<file path="src/rtl/lrc_pkg.sv">
package lrc_pkg;
    localparam int CHAR_W = 8;
    localparam int NIB_W  = CHAR_W / 2;

    localparam logic [CHAR_W-1:0] CH_COLON = 8'h3A;
    localparam logic [CHAR_W-1:0] CH_CR    = 8'h0D;
    localparam logic [CHAR_W-1:0] CH_LF    = 8'h0A;

    typedef enum logic [1:0] {
        RX_IDLE,
        RX_HI,
        RX_LO,
        RX_LF
    } rx_state_t;

    typedef enum logic [1:0] {
        TX_OFF,
        TX_HI,
        TX_LO
    } tx_phase_t;

    typedef struct packed {
        rx_state_t         st;
        logic [NIB_W-1:0]  nib;
        logic [CHAR_W-1:0] sum;
        logic [CHAR_W-1:0] pend;
        logic              pend_v;
        logic              done;
        logic              ok;
        logic              lrc_err;
        logic              fmt_err;
        tx_phase_t         tx_ph;
        logic [CHAR_W-1:0] tx_byte;
    } lrc_state_t;
endpackage

</file>
<file path="src/rtl/lrc_hex_decode.sv">
module lrc_hex_decode
    import lrc_pkg::*;
(
    input  logic [CHAR_W-1:0] ch,
    output logic              is_hex,
    output logic [NIB_W-1:0]  nib
);
    logic [CHAR_W-1:0] diff;

    always_comb begin
        is_hex = 1'b0;
        nib    = '0;
        diff   = '0;
        if (ch >= 8'h30 && ch <= 8'h39) begin
            diff   = ch - 8'h30;
            is_hex = 1'b1;
            nib    = diff[NIB_W-1:0];
        end else if (ch >= 8'h41 && ch <= 8'h46) begin
            diff   = ch - 8'h37;
            is_hex = 1'b1;
            nib    = diff[NIB_W-1:0];
        end else if (ch >= 8'h61 && ch <= 8'h66) begin
            diff   = ch - 8'h57;
            is_hex = 1'b1;
            nib    = diff[NIB_W-1:0];
        end
    end
endmodule

</file>
<file path="src/rtl/lrc_hex_encode.sv">
module lrc_hex_encode
    import lrc_pkg::*;
(
    input  logic [NIB_W-1:0]  nib,
    output logic [CHAR_W-1:0] ch
);
    always_comb begin
        if (nib < 4'd10) ch = 8'h30 + {4'h0, nib};
        else             ch = 8'h37 + {4'h0, nib};
    end
endmodule

</file>
<file path="src/rtl/ascii_lrc_engine.sv">
module ascii_lrc_engine
    import lrc_pkg::*;
(
    input  logic              clk,
    input  logic              rst,
    input  logic              in_valid,
    input  logic [CHAR_W-1:0] in_data,
    output logic              in_ready,
    input  logic              tx_start,
    output logic              tx_valid,
    output logic [CHAR_W-1:0] tx_data,
    input  logic              tx_ready,
    output logic              frame_done,
    output logic              frame_ok,
    output logic              lrc_error,
    output logic              fmt_error
);
    lrc_state_t s_q, s_d;

    logic              rx_hex;
    logic [NIB_W-1:0]  rx_nib;
    logic [NIB_W-1:0]  tx_nib;
    logic [CHAR_W-1:0] byte_now;
    logic [CHAR_W-1:0] total_now;
    logic              take;

    lrc_hex_decode u_dec (.ch(in_data), .is_hex(rx_hex), .nib(rx_nib));
    lrc_hex_encode u_enc (.nib(tx_nib), .ch(tx_data));

    assign in_ready  = (s_q.tx_ph == TX_OFF);
    assign take      = in_valid && in_ready;
    assign byte_now  = {s_q.nib, rx_nib};
    assign total_now = s_q.pend_v ? CHAR_W'(s_q.sum + s_q.pend) : s_q.sum;

    assign tx_valid   = (s_q.tx_ph != TX_OFF);
    assign tx_nib     = (s_q.tx_ph == TX_HI) ? s_q.tx_byte[CHAR_W-1:NIB_W]
                                             : s_q.tx_byte[NIB_W-1:0];
    assign frame_done = s_q.done;
    assign frame_ok   = s_q.ok;
    assign lrc_error  = s_q.lrc_err;
    assign fmt_error  = s_q.fmt_err;

    always_comb begin
        s_d         = s_q;
        s_d.done    = 1'b0;
        s_d.ok      = 1'b0;
        s_d.lrc_err = 1'b0;
        s_d.fmt_err = 1'b0;

        if (take) begin
            if (in_data == CH_COLON) begin
                s_d.fmt_err = (s_q.st != RX_IDLE);
                s_d.st      = RX_HI;
                s_d.sum     = '0;
                s_d.pend_v  = 1'b0;
            end else begin
                unique case (s_q.st)
                    RX_IDLE: ;
                    RX_HI: begin
                        if (rx_hex) begin
                            s_d.nib = rx_nib;
                            s_d.st  = RX_LO;
                        end else if (in_data == CH_CR) begin
                            s_d.st = RX_LF;
                        end else begin
                            s_d.fmt_err = 1'b1;
                            s_d.st      = RX_IDLE;
                        end
                    end
                    RX_LO: begin
                        if (rx_hex) begin
                            if (s_q.pend_v) s_d.sum = CHAR_W'(s_q.sum + s_q.pend);
                            s_d.pend   = byte_now;
                            s_d.pend_v = 1'b1;
                            s_d.st     = RX_HI;
                        end else begin
                            s_d.fmt_err = 1'b1;
                            s_d.st      = RX_IDLE;
                        end
                    end
                    RX_LF: begin
                        s_d.st = RX_IDLE;
                        if (in_data == CH_LF && s_q.pend_v) begin
                            s_d.done = 1'b1;
                            if (CHAR_W'(s_q.sum + s_q.pend) == '0) s_d.ok = 1'b1;
                            else                                   s_d.lrc_err = 1'b1;
                        end else begin
                            s_d.fmt_err = 1'b1;
                        end
                    end
                    default: s_d.st = RX_IDLE;
                endcase
            end
        end

        unique case (s_q.tx_ph)
            TX_OFF: if (tx_start) begin
                s_d.tx_ph   = TX_HI;
                s_d.tx_byte = CHAR_W'(8'h00 - total_now);
            end
            TX_HI: if (tx_ready) s_d.tx_ph = TX_LO;
            TX_LO: if (tx_ready) s_d.tx_ph = TX_OFF;
            default: s_d.tx_ph = TX_OFF;
        endcase

        if (rst) begin
            s_d       = '0;
            s_d.st    = RX_IDLE;
            s_d.tx_ph = TX_OFF;
        end
    end

    always_ff @(posedge clk) begin
        s_q <= s_d;
    end

    // done only after an accepted LF
    p_done_after_lf_r10: assert property (@(posedge clk) disable iff (rst)
        frame_done |-> $past(in_valid && in_ready && in_data == CH_LF))
        else $error("frame_done without LF");

    // a verdict always comes with frame_done, and only one verdict
    p_ok_implies_done_r2: assert property (@(posedge clk) disable iff (rst)
        (frame_ok || lrc_error) |-> frame_done)
        else $error("verdict without frame_done");

    p_verdict_excl_r3: assert property (@(posedge clk) disable iff (rst)
        $onehot0({frame_ok, lrc_error}))
        else $error("frame_ok and lrc_error together");

    p_fmt_not_done_r10: assert property (@(posedge clk) disable iff (rst)
        !(fmt_error && frame_done))
        else $error("fmt_error with frame_done");

    // transmit data held under backpressure
    p_tx_hold_r9: assert property (@(posedge clk) disable iff (rst)
        (tx_valid && !tx_ready) |=> (tx_valid && $stable(tx_data)))
        else $error("tx_data changed while stalled");

    // only upper-case hex characters leave the transmitter
    p_tx_upper_r8: assert property (@(posedge clk) disable iff (rst)
        tx_valid |-> ((tx_data >= 8'h30 && tx_data <= 8'h39) ||
                      (tx_data >= 8'h41 && tx_data <= 8'h46)))
        else $error("tx_data not upper-case hex");

    // receive stalled while transmitting
    p_rx_stall_r8: assert property (@(posedge clk) disable iff (rst)
        tx_valid |-> !in_ready)
        else $error("in_ready high during transmit");
endmodule

</file>
<file path="config.mk">
export PLATFORM = sky130hd
export DESIGN_NAME = ascii_lrc_engine
export DESIGN_NICKNAME = d
export VERILOG_FILES = /design/src/rtl/lrc_pkg.sv /design/src/rtl/lrc_hex_decode.sv /design/src/rtl/lrc_hex_encode.sv /design/src/rtl/ascii_lrc_engine.sv
export SDC_FILE = /design/constraint.sdc
export NUM_CORES = 1
export LEC_CHECK = 0
export BUFFER_PORTS_ARGS = -buffer_cell sky130_fd_sc_hd__buf_2
export CAP_MARGIN = 20
export CORE_AREA = 2 2 68 70
export CTS_CLUSTER_SIZE = 24
export DETAILED_ROUTE_END_ITERATION = 10
export DIE_AREA = 0 0 70 72
export GPL_ROUTABILITY_DRIVEN = 0
export PLACE_DENSITY = 0.77
export SLEW_MARGIN = 20
export SYNTH_ARGS = -nofsm -noshare
export SYNTH_HDL_FRONTEND = slang
export SYNTH_HIERARCHICAL = 1
export SYNTH_SLANG_ARGS = --single-unit
export TNS_END_PERCENT = 20
</file>
<file path="constraint.sdc">
create_clock -name clk -period 2.7 [get_ports clk]
set_input_delay 0.27 -clock clk [delete_from_list [all_inputs] [get_ports clk]]
set_output_delay 0.27 -clock clk [all_outputs]
set_load 0.1 [all_outputs]
</file>
==> results.ini <==
[synth]
yosysSeqAreaShare_pct=30.0
synth-xor-area-share_pct=4.61
synth-async-reset-ratio_pct=0
synth_mux_area_share_pct=7.60
synthSimpleGateAreaFrac_pct=24.7
syn_nets=327
ys_types=57
synth-adder-area-share_pct=9.42
syn_area_sq_um=2470
ys_top_cells_by_area=dfxtp_1 (30%), ha_1 (8.6%), a21oi_1 (5.7%)
ys_warn_count=6
syn_inst=296
synth_common_cells=dfxtp_1 (37), nor2_1 (34), nand2_1 (31), a21oi_1 (28), ha_1 (17)
yosys.area.top_type_share_pct=30.0
synth_compound_area_share_pct=18.6
synth_top_family_by_area=simple AND/OR/NAND/NOR gates
postSynthAreaPerCell_sq_um=8.34
yosysMostFrequentCell=dfxtp_1
synth_ff_type=dfxtp_1
synth_seq_cells=37
synth_area_leader_cell=dfxtp_1
synth_edf_count=0

[layout]
nets=349
drive_gt1_share_pct=17.2
stdcell_area_sq_um=2760
antenna_cells=0
area_growth_pct=11.7

[setup_path]
cp.buffers_inverters=2
r2r_start=s_q[17]$_SDFFE_PP0P_
critPathArrivalTime_ns=2.27
cp_slowest_stage_delay_ns=0.43
cp_max_fo=6
path_cells=nor2b_2 > mux2_2 > inv_1 > ha_1 > nand2_2 > mux2_1 > clkbuf_4
crit_start=s_q[8]$_SDFFE_PP0P_
crit_type=register to output pin
r2r_end=s_q[7]$_SDFFE_PP0P_
reg2reg_depth=8
cp.required_ns=2.43
crit_slowest_cell=mux2_2
path_depth=7
cp-start-kind=register
crit_path_end_kind=output pin
cp_top_family=multiplexers
r2r_slack_ns=0.26

[drt]
ant_nets=0
viasPerCell=5.74
wl_per_cell_um=13.3
route.detailed.drc=0
firstDrtPassIters=4
num_vias=2129
wl_mm=4.93
drt-initial-drc-count=79

[global_routing]
grt_max_degree=36
grt_pass1_vias=1964
grt_pass1_wl_mm=8.69
grt.overflow.total=0
antenna_found_initial=0
grt_util_all_layers_pct=21.0

[clock_tree]
cts_hold_buffers=0
clkLatencyLatePin_ns=0.29
cts.sinks=37
cts_made_buffers=5
cts.path.max_buffers=2
path_clk_slew_ns=0.07
tritoncts=built
htreeDepth=2
cts_root_buf=clkbuf_8

[outcome]
status=completed

[timing]
fin_crit_sh_pct=94.0
max_freq_mhz=394
hold_viol_final=0
fin_skew_ns=0.00625
holdWs_ns=0.260
worst_pin_slew_ns=0.619
slew_violations=0
relSlewSlack_pct=58.7
period_needed_ns=2.54
rsz0062_at_grt=no
setup_viol=0

[min_path]
holdPathEnd=s_q[9]$_SDFFE_PP0P_
hold_class=input port to register
hold_depth=3
hold_start=tx_ready

[floorplanning]
die_x_um=70
fp.dieArea_sq_um=5040
ioPinCount=27
die-height_um=72
rows=24
core_area_sq_um=4260
start_util_pct=57.9

[run]
max-cap-violations=0

[power_and_ir_drop]
ir_drop_mv=0.524
p_leak_uw=0.00115
p_per_area_nw_per_um2=439

[placed_design]
hpwl_mm=3.77
placed_cell_area_sq_um=2640
place.port_buffers=25

## registers in the layout, indices dropped and copies added, names as in the netlist
signal      count
s_q            29
byte_now        4
fmt_error       1
frame_done      1
frame_ok        1
lrc_error       1
## worst max-delay path by stage
| stage | end |
|---|---|
| after floorplan | tx_data[0] |
| after global placement | s_q[7]$_SDFFE_PP0P_ |
| after detailed placement | s_q[7]$_SDFFE_PP0P_ |
| after CTS | tx_data[2] |
| after global routing | tx_data[2] |
| final | tx_data[2] |
## kinds of logic (layout without fill, tap and decap cells)
group | count (synthesis) | count (layout)
flops | 37 | 37
compound gates | 68 | 68
mux | 18 | 18
fa+ha+maj | 18 | 18
buf+inv | 27 | 50
other cells | 1 | 1
xor+xnor | 13 | 13
simple gates | 114 | 114
## cells in the final DEF (no fill, tap or decap), drive strengths merged, types with 2 or more instances in the layout
master	synthesis	layout
a211oi	8	8
a21o	3	3
a21oi	28	28
a221o	2	2
a22oi	4	4
a311oi	2	2
and2	2	2
and4bb	2	2
buf	6	28
clkbuf	9	9
dfxtp	37	37
ha	17	17
inv	12	12
mux2	6	6
mux2i	12	12
nand2	32	32
nand2b	3	3
nand3	8	8
nand4	2	2
nor2	34	34
nor2b	8	8
nor3	6	6
nor3b	3	3
nor4	3	3
nor4bb	3	3
o211ai	3	3
o21ai	9	9
or3b	2	2
xnor2	5	5
xor2	8	8
## worst reg2reg max path, cell delays in order (launching register included)
cell      delay [ns]
dfxtp_1         0.33
ha_1            0.42
o211ai_1        0.28
o31ai_1         0.12
a221oi_1        0.46
nand3_1         0.16
xnor2_1         0.25
xor2_1          0.10
a211oi_1        0.24
## repair_timing
item	4_1_cts	5_1_grt
setup buffers	0	0
endpoints found under the setup margin	0	4
gates resized for setup	0	3
## through the flow
step	std cells	TNS (ns)	utilization, %	total power [uW]	setup slack [ns]
after global routing	371	0	64.7	1260	0.00347
final	371	0	64.7	1210	0.161
after global placement	363	0	61.8	732	0.332
after CTS	371	0	64.5	1220	0.0116
after floorplan	296	-5.61	-	702	-0.573
after detailed placement	363	0	61.8	736	0.243
## final cells by class
type	count	area, sq um
clock buffer	7	86.3
clock inverter	1	30.0
fill	381	1510
inverter	12	45.0
multi-input combinational	232	1620
sequential	37	741
tap	52	65.1
timing repair buffer	30	168
## layer usage
layer	up-vias	global-route usage, %	part of all wire, %
met2	28	35.7	47
met1	996	27.0	48
met3	7	4.58	3.5
li1	1098	-	-
met4	0	6.20	0.93
met5	-	0	0
## power by group
| group | internal [uW] | switching [uW] | total [uW] |
|---|---|---|---|
| clock | 301 | 187 | 488 |
| combinational | 43.4 | 121 | 164 |
| sequential | 554 | 5.34 | 560 |
Power figures use the tool's default switching activity.
